### config.mk
export PLATFORM = sky130hd
export DESIGN_NAME = i2c_hold_setup_seq
export DESIGN_NICKNAME = d
export VERILOG_FILES = /design/src/rtl/i2c_seq_pkg.sv /design/src/rtl/i2c_seq_sync.sv /design/src/rtl/i2c_seq_delay.sv /design/src/rtl/i2c_hold_setup_seq.sv
export SDC_FILE = /design/constraint.sdc
export NUM_CORES = 1
export LEC_CHECK = 0
export ABC_AREA = 1
export BUFFER_PORTS_ARGS = -buffer_cell sky130_fd_sc_hd__buf_2
export CAP_MARGIN = 30
export CORE_UTILIZATION = 42
export CTS_CLUSTER_SIZE = 12
export DETAILED_ROUTE_END_ITERATION = 10
export PLACE_DENSITY = 0.71
export SLEW_MARGIN = 30
export SYNTH_ARGS = -nofsm -noshare
export SYNTH_HDL_FRONTEND = slang
export SYNTH_HIERARCHICAL = 1
export SYNTH_SLANG_ARGS = --single-unit
### constraint.sdc
create_clock -name clk_i -period 2.5 [get_ports clk_i]
set_clock_uncertainty 0.15 [all_clocks]
set_input_delay 0.125 -clock clk_i [delete_from_list [all_inputs] [get_ports clk_i]]
set_output_delay 0.125 -clock clk_i [all_outputs]
set_load 0.05 [all_outputs]
### src/rtl/i2c_seq_pkg.sv
package i2c_seq_pkg;
  localparam int CFG_W = 4;

  typedef enum logic [1:0] {
    ST_IDLE,
    ST_HOLD,
    ST_WAIT,
    ST_SETUP
  } seq_state_e;
endpackage

### src/rtl/i2c_seq_sync.sv
module i2c_seq_sync #(
  parameter int STAGES = 2
) (
  input  logic clk_i,
  input  logic rst_ni,
  input  logic line_i,
  output logic fall_o
);
  logic [STAGES-1:0] sync_q;
  logic              last_q;

  // bus idles high, so reset to 1 to avoid a false edge
  always_ff @(posedge clk_i or negedge rst_ni) begin
    if (!rst_ni) begin
      sync_q <= '1;
      last_q <= 1'b1;
    end else begin
      sync_q <= {sync_q[STAGES-2:0], line_i};
      last_q <= sync_q[STAGES-1];
    end
  end

  assign fall_o = last_q & ~sync_q[STAGES-1];
endmodule

### src/rtl/i2c_seq_delay.sv
module i2c_seq_delay #(
  parameter int CFG_W = 4
) (
  input  logic             clk_i,
  input  logic             rst_ni,
  input  logic             clear_i,
  input  logic             start_i,
  input  logic [CFG_W-1:0] presc_i,
  input  logic [CFG_W-1:0] limit_i,
  output logic             busy_o,
  output logic             done_o
);
  logic [CFG_W-1:0] pcnt_q, tcnt_q;
  logic             run_q;
  logic             last_tick;

  assign last_tick = (pcnt_q == presc_i);
  assign done_o    = run_q && last_tick && (tcnt_q == limit_i);
  assign busy_o    = run_q;

  always_ff @(posedge clk_i or negedge rst_ni) begin
    if (!rst_ni) begin
      run_q  <= 1'b0;
      pcnt_q <= '0;
      tcnt_q <= '0;
    end else if (clear_i) begin
      run_q  <= 1'b0;
      pcnt_q <= '0;
      tcnt_q <= '0;
    end else if (start_i) begin
      run_q  <= 1'b1;
      pcnt_q <= '0;
      tcnt_q <= '0;
    end else if (run_q) begin
      if (last_tick) begin
        pcnt_q <= '0;
        if (tcnt_q == limit_i) run_q <= 1'b0;
        else                   tcnt_q <= tcnt_q + CFG_W'(1);
      end else begin
        pcnt_q <= pcnt_q + CFG_W'(1);
      end
    end
  end

  p_count_range_r4: assert property (@(posedge clk_i) disable iff (!rst_ni)
    run_q |-> (tcnt_q <= limit_i && pcnt_q <= presc_i));
endmodule

### src/rtl/i2c_hold_setup_seq.sv
module i2c_hold_setup_seq
  import i2c_seq_pkg::*;
#(
  parameter int DATA_W      = 8,
  parameter int SYNC_STAGES = 2
) (
  input  logic              clk_i,
  input  logic              rst_ni,
  input  logic              enable_i,
  input  logic              role_master_i,
  input  logic              tx_mode_i,
  input  logic              cfg_we_i,
  input  logic [CFG_W-1:0]  cfg_presc_i,
  input  logic [CFG_W-1:0]  cfg_hold_i,
  input  logic [CFG_W-1:0]  cfg_setup_i,
  input  logic              cfg_nostretch_i,
  input  logic [DATA_W-1:0] tx_data_i,
  input  logic              tx_valid_i,
  output logic              tx_take_o,
  input  logic              scl_i,
  output logic              scl_low_o,
  output logic              sda_low_o,
  output logic              done_o
);
  localparam int CNT_W = $clog2(DATA_W + 1);

  logic [CFG_W-1:0]  presc_q, hold_q, setup_q;
  logic              ns_q, ns_eff;
  seq_state_e        state_q, state_d;
  logic [CNT_W-1:0]  bits_left_q;
  logic [DATA_W-1:0] shreg_q;
  logic              done_q, done_d;
  logic              scl_fall;
  logic              hold_start, hold_done, hold_busy;
  logic              setup_start, setup_done, setup_busy;
  logic              drive_bit, load_byte, need_byte;

  // configuration latches only while disabled
  always_ff @(posedge clk_i or negedge rst_ni) begin
    if (!rst_ni) begin
      presc_q <= '0;
      hold_q  <= '0;
      setup_q <= '0;
      ns_q    <= 1'b0;
    end else if (cfg_we_i && !enable_i) begin
      presc_q <= cfg_presc_i;
      hold_q  <= cfg_hold_i;
      setup_q <= cfg_setup_i;
      ns_q    <= cfg_nostretch_i;
    end
  end

  assign ns_eff = ns_q & ~role_master_i;

  i2c_seq_sync #(.STAGES(SYNC_STAGES)) i_scl_sync (
    .clk_i (clk_i),
    .rst_ni(rst_ni),
    .line_i(scl_i),
    .fall_o(scl_fall)
  );

  i2c_seq_delay #(.CFG_W(CFG_W)) i_hold_cnt (
    .clk_i  (clk_i),
    .rst_ni (rst_ni),
    .clear_i(~enable_i),
    .start_i(hold_start),
    .presc_i(presc_q),
    .limit_i(hold_q),
    .busy_o (hold_busy),
    .done_o (hold_done)
  );

  i2c_seq_delay #(.CFG_W(CFG_W)) i_setup_cnt (
    .clk_i  (clk_i),
    .rst_ni (rst_ni),
    .clear_i(~enable_i),
    .start_i(setup_start),
    .presc_i(presc_q),
    .limit_i(setup_q),
    .busy_o (setup_busy),
    .done_o (setup_done)
  );

  assign need_byte = tx_mode_i && (bits_left_q == '0);

  always_comb begin
    state_d     = state_q;
    hold_start  = 1'b0;
    setup_start = 1'b0;
    drive_bit   = 1'b0;
    load_byte   = 1'b0;
    done_d      = 1'b0;
    unique case (state_q)
      ST_IDLE: if (scl_fall) begin
        hold_start = 1'b1;
        state_d    = ST_HOLD;
      end
      ST_HOLD: if (hold_done) begin
        if (need_byte && !tx_valid_i) begin
          state_d = ST_WAIT;
        end else begin
          drive_bit = 1'b1;
          load_byte = need_byte;
        end
      end
      ST_WAIT: if (tx_valid_i) begin
        drive_bit = 1'b1;
        load_byte = 1'b1;
      end
      ST_SETUP: if (setup_done) begin
        state_d = ST_IDLE;
        done_d  = 1'b1;
      end
      default: state_d = ST_IDLE;
    endcase
    // after the SDA update: setup phase, or finish at once without stretch
    if (drive_bit) begin
      if (ns_eff) begin
        state_d = ST_IDLE;
        done_d  = 1'b1;
      end else begin
        setup_start = 1'b1;
        state_d     = ST_SETUP;
      end
    end
    if (!enable_i) begin
      state_d     = ST_IDLE;
      hold_start  = 1'b0;
      setup_start = 1'b0;
      drive_bit   = 1'b0;
      load_byte   = 1'b0;
      done_d      = 1'b0;
    end
  end

  always_ff @(posedge clk_i or negedge rst_ni) begin
    if (!rst_ni) begin
      state_q     <= ST_IDLE;
      done_q      <= 1'b0;
      bits_left_q <= '0;
      shreg_q     <= '0;
      sda_low_o   <= 1'b0;
    end else begin
      state_q <= state_d;
      done_q  <= done_d;
      if (!enable_i) begin
        bits_left_q <= '0;
        shreg_q     <= '0;
        sda_low_o   <= 1'b0;
      end else if (drive_bit) begin
        if (!tx_mode_i) begin
          sda_low_o <= 1'b0;
        end else if (load_byte) begin
          sda_low_o   <= ~tx_data_i[DATA_W-1];
          shreg_q     <= {tx_data_i[DATA_W-2:0], 1'b0};
          bits_left_q <= CNT_W'(DATA_W - 1);
        end else begin
          sda_low_o   <= ~shreg_q[DATA_W-1];
          shreg_q     <= {shreg_q[DATA_W-2:0], 1'b0};
          bits_left_q <= bits_left_q - CNT_W'(1);
        end
      end
    end
  end

  assign scl_low_o = (state_q != ST_IDLE) && !ns_eff;
  assign done_o    = done_q;
  assign tx_take_o = load_byte;

  p_sda_hold_stable_r3: assert property (@(posedge clk_i) disable iff (!rst_ni)
    (state_q == ST_HOLD && !hold_done && enable_i) |=> $stable(sda_low_o));
  p_nostretch_skip_r8: assert property (@(posedge clk_i) disable iff (!rst_ni)
    (state_q == ST_HOLD && hold_done && ns_eff && enable_i) |=> !setup_busy);
  p_done_pulse_r11: assert property (@(posedge clk_i) disable iff (!rst_ni)
    done_q |=> !done_q);
  p_take_valid_r5: assert property (@(posedge clk_i) disable iff (!rst_ni)
    tx_take_o |-> (tx_valid_i && tx_mode_i));
  p_cfg_locked_r10: assert property (@(posedge clk_i) disable iff (!rst_ni)
    enable_i |=> ($stable(presc_q) && $stable(hold_q) && $stable(setup_q) && $stable(ns_q)));
  p_wait_stall_r6: assert property (@(posedge clk_i) disable iff (!rst_ni)
    (state_q == ST_WAIT && !tx_valid_i && enable_i) |=> (state_q == ST_WAIT && $stable(sda_low_o)));
  p_release_done_r4: assert property (@(posedge clk_i) disable iff (!rst_ni)
    ($fell(scl_low_o) && enable_i && !ns_eff) |-> done_q);
  p_hold_busy_r2: assert property (@(posedge clk_i) disable iff (!rst_ni)
    (state_q == ST_HOLD) |-> hold_busy);
endmodule

==> results.md, run 1 <==
* Status: complete, no violations
* Sequential-to-total area share from yosys stat at 0.3905
* Drt wl/cell at 10.87 um
* Fin worst setup slack at about 0.19 ns
* Worst EP arrival at between 2 and 2.5 ns
* Row count at 31
* # clock sinks at around 50
* Min Tclk post-route at about 2.3 ns
* Vias in the first global route at ~2600
* Via/cell ratio at 4.641
* Layout Nets at ~530
* Final antenna diode count at 0
* CP required at ~2.2 ns
* CTS HTree Levels at 2
* Final hold violations at 0
* Final setup viols at 0
* DRC viols at 0
* Core footprint at 7253 sq um
* Final global-route overflow total at 0
* Post-Place Setup Slack at ~0.11 ns
* Synth top area share at 0.3655
* Effective utilization at floorplan at 0.4342
* Synthesized area per cell at approximately 7.5 sq um
* Die area at between 7000 and 8000 sq um
* Port buffer count at 32
* TNS Setup at 0 ns
* Yosys top cell by area: dfrtp_1
* Peak VDD IR at ~260 uV
* Longest Clk Path Bufs at 2
* Max-slew violation count at 0
* Detailed Place HPWL at ~4800 um
* CTS Buf Count at 5
* Seq cells post-synth at ~50
* Iter 0 DRT Violations at 68
* Synthesis Warnings at 6
* RSZ-0062 raised after global routing: yes
* Share of cells above drive strength 1 at 0.2213
* Boundary pin count at 33
* Pwr/cell area at between 500 and 600 nW/um^2
* Placer congestion estimate at about 0.83
* First-pass GRT wire length at between 10000 and 15000 um
* GRT Total Usage at 0.1855
* Worst-margin pin slew at about 0.54 ns
* CP endpoint kind: output pin
* Syn Nets at 464
* Clock Tree Root: clkbuf_8
* Tcrit/Tclk final at 0.9227
* Critical path class: reg2out
* Synth Instances at 422
* Worst-path clk slew at about 0.09 ns
* Routed WL at ~6400 um
* Most common cell after layout, fill and taps aside: nand2_1
* CTS tree: done
* Hold/Removal Path Class: in2reg
* Clk_lat worst skew at approximately 0.30 ns
* CP Launch Type: flip-flop
* Most frequent cells in the layout: 138 x nand2_1, 63 x inv_1, 41 x dfrtp_1
* Static leakage at around 2.0 nW
* Max cap viols at 0
* Drt first pass iters at 4
* Die Height at slightly below 90 um
* Crit Path Max Fanout at 6
* Yosys cell types at 29
* Syn Std Cell Area at between 3000 and 4000 sq um
* Die W at roughly 89 um
* Fmax at ~430 MHz
* Largest net degree at the start of global routing at 25
* Initial antenna violation count at 0
* Post-route ant nets at 0
* Worst slew margin at 0.6368
* Layout area overhead at 20.78%
* Area contributors post-synth: dfrtp_1 37%, nand2_1 16%, inv_1 7.6%
* Via count at between 2000 and 3000
-- cells by family (layout without fill, tap and decap cells) --
| group | after synthesis | count (layout) | share of synthesized area |
|---|---|---|---|
| simple gates | 238 | 238 | 0.3492 |
| buf+inv | 73 | 139 | 0.09296 |
| flops | 49 | 49 | 0.3905 |
| compound gates | 26 | 26 | 0.04211 |
| fa+ha+maj | 13 | 13 | 0.05165 |
| mux | 12 | 12 | 0.04291 |
| xor+xnor | 11 | 11 | 0.03059 |
-- path summary, 6_finish.rpt --
check                      cells after the start                 start  slack, ns                     to
max reg2reg                                   17  i_hold_cnt/pcnt_q[1]       0.22  i_setup_cnt/pcnt_q[2]
min reg2reg                                    0  i_scl_sync/sync_q[0]       0.21   i_scl_sync/sync_q[1]
min                                            5          tx_data_i[3]       0.01             shreg_q[4]
max                                           14  i_hold_cnt/pcnt_q[1]       0.19              tx_take_o
min in group asynchronous                      2                rst_ni       0.19   i_hold_cnt/pcnt_q[3]
max in group asynchronous                      3                rst_ni       1.39             state_q[0]
-- per-layer routing --
layer | vias to the layer above | part of all wire | track usage
li1 | 1436 | - | -
met1 | 1243 | 0.50 | 0.2408
met2 | 38 | 0.46 | 0.3133
met3 | 7 | 0.026 | 0.02892
met4 | 0 | 0.013 | 0.06745
met5 | - | 0 | 0
-- repair_timing --
item                       in CTS  in global routing
hold buffers                   19                  0
resized for setup               1                 11
hold endpoints to repair       37                  0
buffers inserted                0                  6
setup endpoints to repair       1                  9
pin swaps                       0                  1
-- stage by stage --
step	area, sq um	hold WS (ns)	std cells	power, mW	utilization
global placement	3440	-0.004952	554	1.633	0.4742
global route	3804	0.04523	587	2.365	0.5244
floorplan	3149	-0.3206	422	1.495	-
finish	3804	0.01329	587	2.201	0.5244
detailed placement	3440	-0.005767	554	1.651	0.4742
CTS	3734	0.009120	581	2.192	0.5147
-- critical path, stage by stage (launching register included) --
cell and delay (ns):
dfrtp_1 0.43, inv_1 0.11, nand2_1 0.06, nand2_1 0.05, nand2_1 0.05, nor2_1 0.12, nand2_1 0.09, nor2_2 0.11
nand2_1 0.06, inv_1 0.08, nand3_2 0.10, nand2_4 0.11, nand3_2 0.11, inv_2 0.09, buf_6 0.15
-- sequential cells by signal, summed over array words and instances, names as in the netlist, 4 cells and up --
signal              cells
shreg_q                 7
i_hold_cnt/pcnt_q       4
setup_q                 4
presc_q                 4
bits_left_q             4
i_setup_cnt/tcnt_q      4
i_setup_cnt/pcnt_q      4
i_hold_cnt/tcnt_q       4
hold_q                  4
-- final cells by class --
cell class                 count  area (sq um)
fill                         720          3450
multi-input combinational    300          1642
sequential                    49          1236
timing repair buffer          62         439.2
inverter                      69         261.5
tap                           99         123.9
clock buffer                   7         96.34
clock inverter                 1         5.005
-- where the power goes --
group          switching [mW]  internal (mW)
registers               0.111          0.877
logic                   0.405          0.292
clock network           0.265          0.251
-- synth_stat cells --
library cell  number
o22ai_1            2
nand3_2            8
xor2_1             4
inv_2              3
nor2_4             2
nand3_4            1
inv_1             64
nand3_1           21
nand2_1          138
nor3_1             1
inv_4              1
nand3b_1           2
dfrtp_1           46
clkinv_1           1
nand4_1           13
xnor2_1            7
nor2_2             6
nand2_4            3
buf_4              2
ha_1              13
a21oi_1            9
o21ai_0           15
nand2_2            8
nor2_1            34
dfstp_2            3
buf_6              1
buf_2              1
mux2_2            12
or2_2              1
(Power assumes the default switching activity.)
==> run 2, diff against run 1 <==
Settings changed: GPL_TIMING_DRIVEN set to 0.
==> results.md, run 2 (synthesis gave the netlist of run 1 again) <==
* Share of cells above drive strength 1 at 0.2585 (+0.03721)
* Sequential cell area at 1237 sq um (+0.10%)
* Worst EP arrival at 2.48 ns (+0.45 ns)
* Worst-margin pin slew at 0.6355 ns (+0.09066 ns)
* R2R depth at 17 (unchanged)
* Tcrit/Tclk final at 0.9653 (+0.04266)
* Final hold slack at 0.01036 ns (-0.002929 ns)
* Total power at 2.293 mW (+4.2%)
* Final antenna diode count at 0 (unchanged)
* CTS tree: done
* Max cap viols at 0 (unchanged)
* Most frequent cells in the layout: 134 x nand2_1, 61 x inv_1, 40 x dfrtp_1
* DRC viols at 0 (unchanged)
* CTS HTree Levels at 2 (unchanged)
* R2r startpoint: i_hold_cnt/tcnt_q[3]
* Fin worst setup slack at 0.08669 ns (-0.1067 ns)
* Placer congestion estimate at 0.8331 (unchanged)
* Layout fillers at 688 (-4.4%)
* Top reg by flops: shreg_q
* Worst setup path startpoint: i_hold_cnt/tcnt_q[3]
* Vias in the first global route at 2525 (-4.6%)
* First-pass GRT wire length at 10910 um (-3.9%)
* Placed insts at 553 (-0.18%)
* Hold/Removal Path Class: in2reg
* Switching pwr at 0.8079 mW (+3.4%)
* Port buffer count at 32 (unchanged)
* CP endpoint: i_setup_cnt/pcnt_q[2]
* Layout Nets at 540 (+2.1%)
* Worst slew margin at 0.5764 (-0.06044)
* Sequential power share at 0.422 (-0.027)
* CP endpoint kind: flip-flop
* Min Tclk post-route at 2.413 ns (+0.1067 ns)
* Clock network power share at 0.225 (-0.009)
* Status: complete, no violations
* Longest Clk Path Bufs at 2 (unchanged)
* Pwr/cell area at 580.8 nW/um^2 (+0.39%)
* Die Height at 88.59 um (unchanged)
* Detailed Place HPWL at 4588 um (-3.6%)
* CP required at 2.57 ns (+0.34 ns)
* Critical path class: reg2reg
* Non-Filler Instances at 598 (+1.9%)
* Peak VDD IR at 318.4 uV (+22%)
* Die W at 88.59 um (unchanged)
* Post-route ant nets at 0 (unchanged)
* Drt wl/cell at 11.28 um (+3.8%)
* Die area at 7848 sq um (unchanged)
* P_int at 1.486 mW (+4.7%)
* Most common cell after layout, fill and taps aside: nand2_1
* Routed WL at 6746 um (+5.7%)
* Row count at 31 (unchanged)
* # clock sinks at 49 (unchanged)
* Via/cell ratio at 4.809 (+3.6%)
* Final hold violations at 0 (unchanged)
* Flop2flop setup slack at 0.09 ns (-0.13 ns)
* Clock Tree Root: clkbuf_8
* Final global-route overflow total at 0 (unchanged)
* GRT Total Usage at 0.1775 (-0.008028)
* Combinational power share at 0.353 (+0.036)
* Layout area overhead at 25.39%
* Crit Path Max Fanout at 8 (+2)
* Core footprint at 7253 sq um (unchanged)
* Static leakage at 2.079 nW (+3.6%)
* Post-Place Setup Slack at -0.2296 ns (-0.3396 ns)
* Initial antenna violation count at 0 (unchanged)
* CP Launch Type: flip-flop
* Reg2reg end: i_setup_cnt/pcnt_q[2]
* Multi-input gate area at 1698 sq um (+3.4%)
* Final setup viols at 0 (unchanged)
* Max-slew violation count at 0 (unchanged)
* Via count at 2876 (+5.6%)
* Boundary pin count at 33 (unchanged)
* Clk_lat worst skew at 0.30 ns (about the same)
* Switching Fraction at 0.3522 (-0.002921)
* Drt first pass iters at 4 (unchanged)
* CTS Buf Count at 5 (unchanged)
* Largest register FFs at 7 (unchanged)
* Fmax at 414.4 MHz (-4.4%)
* Effective utilization at floorplan at 0.4342 (unchanged)
* Worst-path clk slew at 0.09 ns (about the same)
* Largest net degree at the start of global routing at 50 (+100%)
* Iter 0 DRT Violations at 74 (+8.8%)
## run 2: worst max-delay path, stage by stage, from the launching register on
cell and delay (ns):
dfrtp_1 0.40, inv_1 0.08, nand2_1 0.08, nand2_2 0.07
inv_2 0.04, nand2_1 0.05, nor2_2 0.13, nand2_2 0.09
nor2_4 0.12, nand3_1 0.09, nand2_2 0.12, nand2_4 0.07
nor3_4 0.23, nor2_4 0.11, nand2_4 0.14, nand2_2 0.07
xor2_1 0.14, a21oi_1 0.14
## run 2: power by group through the flow
stage | Clock [mW] | Sequential (mW) | Combinational (mW)
after global placement | 0 | 0.979 | 0.652
after detailed placement | 0 | 0.986 | 0.669
after CTS | 0.529 | 0.971 | 0.697
after global routing | 0.558 | 0.980 | 0.914
final | 0.516 | 0.967 | 0.810
after floorplan | 0 | 0.960 | 0.535
## run 2: area by class of cell
| cell class | instances | area share |
|---|---|---|
| clock buffer | 7 | 0.02440 |
| buffer | 4 | 0.008872 |
| multi-input combinational | 300 | 0.4300 |
| clock inverter | 1 | 0.001267 |
| tap | 99 | 0.03137 |
| sequential | 49 | 0.3134 |
| inverter | 69 | 0.06622 |
| timing repair buffer | 69 | 0.1245 |
## run 2: worst min path at each step
stage | start | to | slack (ns) | depth (start not counted)
global route | tx_data_i[1] | shreg_q[2] | 0.04 | 4
CTS | tx_data_i[1] | shreg_q[2] | 0.004 | 4
global placement | scl_i | i_scl_sync/sync_q[0] | 0.08 | 1
detailed placement | rst_ni | presc_q[0] | 0.05 | 1
floorplan | rst_ni | bits_left_q[0] | -0.32 | 0
finish | tx_data_i[1] | shreg_q[2] | 0.01 | 4
## run 2: stage by stage
step / cell area, sq um / utilization / TNS, ns
after detailed placement: 3436 / 0.4737 / -1.368
after floorplan: 3149 / - / 0
after global placement: 3433 / 0.4733 / -0.8121
final: 3949 / 0.5444 / 0
after CTS: 3741 / 0.5158 / 0
after global routing: 3949 / 0.5444 / -0.2246
## run 2: layer usage
| metal | GRT usage | vias up | wire (um) |
|---|---|---|---|
| met5 | 0 | - | 0 |
| met4 | 0.04839 | 0 | 47 |
| met3 | 0.02799 | 4 | 192 |
| met2 | 0.3021 | 51 | 3325 |
| met1 | 0.2347 | 1355 | 3180 |
| li1 | - | 1466 | - |
## run 2: repair_timing
item                                    CTS  global route
endpoints found under the hold margin    63             0
pin swaps                                 0            13
endpoints found under the setup margin    9             9
gates resized for setup                   6            22
hold buffers                             18             0
buffers inserted                          0            19
==> run 3, diff against run 2 <==
Clock period 2.5 ns to 2.51 ns, I/O delays scaled along.
==> results.md, run 3 (synthesis gave the netlist of run 1 again) <==
* Status: complete, no violations
* First-pass GRT wire length at 10900 um (-0.12%)
* Initial antenna violation count at 0 (unchanged)
* CTS HTree Levels at 2 (unchanged)
* Longest Clk Path Bufs at 2 (unchanged)
* Drt wl/cell at 11.24 um (-0.40%)
* Drt first pass iters at 4 (unchanged)
* Placed cell areas at 3436 sq um (unchanged)
* Top reg by flops: shreg_q
* Multi-input gate area at 1685 sq um (-0.74%)
* Sequential cell area at 1237 sq um (unchanged)
* Most used cell, CP: nand2_2
* CP Cell Sequence: inv_1 > nand2_1 > nand2_2 > inv_2 > nand2_2 > nor2_2 > nand2_1 > nor2_2 > nand3_1 > nand2_2 > nand2_4 > nor3_4 > nor2_4 > nand2_4 > nand2_2 > xor2_1 > a21oi_1
* Met3 wire length at 197 um (+2.6%)
* Iter 0 DRT Violations at 74 (unchanged)
* CP endpoint kind: flip-flop
* Boundary pin count at 33 (unchanged)
* Placer congestion estimate at 0.8331 (unchanged)
* Pwr/cell area at 581.1 nW/um^2 (about the same)
* Fin worst setup slack at 0.08374 ns (-0.002951 ns)
* Static leakage at 2.080 nW (about the same)
* Cell area after layout at 3944 sq um (-0.13%)
* Layout fillers at 691 (+0.44%)
* Tcrit/Tclk final at 0.9666 (+0.001314)
* Vias in the first global route at 2514 (-0.44%)
* Worst-margin pin slew at 0.6388 ns (+0.003298 ns)
* Hold/Removal Path Class: in2reg
* Min Tclk post-route at 2.426 ns (+0.01295 ns)
* Clk_lat worst skew at 0.30 ns (about the same)
* Most frequent cells in the layout: 134 x nand2_1, 59 x inv_1, 40 x dfrtp_1
* Fmax at 412.2 MHz (-0.53%)
* Detailed Place HPWL at 4588 um (unchanged)
* Via/cell ratio at 4.815 (+0.11%)
* Final hold violations at 0 (unchanged)
* Worst slew margin at 0.5742 (-0.002198)
* Final global-route overflow total at 0 (unchanged)
* DR top layer: met4
* Final hold slack at 0.007311 ns (-0.003052 ns)
* Final setup viols at 0 (unchanged)
* TNS Setup at 0 ns (unchanged)
* Layout Nets at 541 (+0.19%)
* DRC viols at 0 (unchanged)
* Row count at 31 (unchanged)
* Worst-path clk slew at 0.09 ns (about the same)
* Largest register FFs at 7 (unchanged)
* Clock Tree Root: clkbuf_8
* Port buffer count at 32 (unchanged)
* # clock sinks at 49 (unchanged)
* Post-route ant nets at 0 (unchanged)
* Routed WL at 6730 um (-0.24%)
* Die W at 88.59 um (unchanged)
* Layout area overhead at 25.23%
* Most common cell after layout, fill and taps aside: nand2_1
* Max cap viols at 0 (unchanged)
* CP Launch Type: flip-flop
* Final antenna diode count at 0 (unchanged)
* GRT Total Usage at 0.1775 (unchanged)
* Share of cells above drive strength 1 at 0.2640 (+0.005483)
* CP required at 2.58 ns (about the same)
* Non-Filler Instances at 599 (+0.17%)
* Via count at 2884 (+0.28%)
* Post-Place Setup Slack at -0.2196 ns (+0.01000 ns)
* Slowest CP cell: dfrtp_1
* Met2 Routed Length at 3257 um (-2.0%)
* Worst path max stage delay at 0.40 ns (about the same)
* Max-slew violation count at 0 (unchanged)
* Core footprint at 7253 sq um (unchanged)
* Total power at 2.292 mW (about the same)
* Largest net degree at the start of global routing at 50 (unchanged)
* CTS Buf Count at 5 (unchanged)
* Die Height at 88.59 um (unchanged)
* Worst EP arrival at 2.50 ns (+0.02 ns)
* Final core utilization at 0.5437 (-0.0006900)
* CTS tree: done
* Effective utilization at floorplan at 0.4342 (unchanged)
* Die area at 7848 sq um (unchanged)
* Critical path class: reg2reg
* Placed insts at 553 (unchanged)
* DRT met1 WL at 3227 um (+1.5%)
* Crit Path Max Fanout at 8 (unchanged)
* Peak VDD IR at 282.4 uV (-11%)
## run 3: cell count changes in the layout (fill, tap and decap cells not counted), sizes merged
cell	before	now
buf	55	56
## run 3: worst paths after layout
check                                     startpoint                     to  slack [ns]  depth (start not counted)
worst max-delay path            i_hold_cnt/tcnt_q[3]  i_setup_cnt/pcnt_q[2]        0.08                         17
worst min-delay path                    tx_data_i[1]             shreg_q[2]       0.007                          4
worst max register to register  i_hold_cnt/tcnt_q[3]  i_setup_cnt/pcnt_q[2]        0.08                         17
min in group asynchronous                     rst_ni             presc_q[1]        0.24                          2
worst min register to register  i_scl_sync/sync_q[0]   i_scl_sync/sync_q[1]        0.21                          0
max in group asynchronous                     rst_ni   i_hold_cnt/pcnt_q[2]        1.52                          2
## run 3: area by class of cell
type | count | area share
clock buffers | 7 | 0.02443
repair buffers | 70 | 0.1266
plain buffers | 4 | 0.008883
well taps | 99 | 0.03141
clock inverters | 1 | 0.001269
flip-flops and latches | 49 | 0.3138
inverters | 69 | 0.06631
multi-input cells | 300 | 0.4273
## run 3: routing by layer
| layer | vias up | GRT usage |
|---|---|---|
| met4 | 0 | 0.04839 |
| met5 | - | 0 |
| li1 | 1468 | - |
| met1 | 1357 | 0.2365 |
| met3 | 4 | 0.02799 |
| met2 | 55 | 0.3000 |
## run 3: where the power goes
group          switching, mW  internal [mW]
clock                  0.268          0.250
combinational          0.449          0.362
sequential            0.0916          0.872
total                  0.809           1.48
## run 3: timing repair
action / 4_1_cts / 5_1_grt
setup endpoints to repair: 9 / 9
setup buffers: 0 / 20
pin swaps: 0 / 14
gates resized for setup: 5 / 23
cloned: 0 / 0
hold buffers: 18 / 0
endpoints found under the hold margin: 63 / 0
## run 3: worst max-delay path, delay by kind of cell, from the launching register on
family,cells,cell delay (ns)
AND/OR/NAND/NOR,13,1.36
AO/OA/AOI/OAI,1,0.14
XOR/XNOR,1,0.14
flip-flops,1,0.40
buffers and inverters,2,0.13
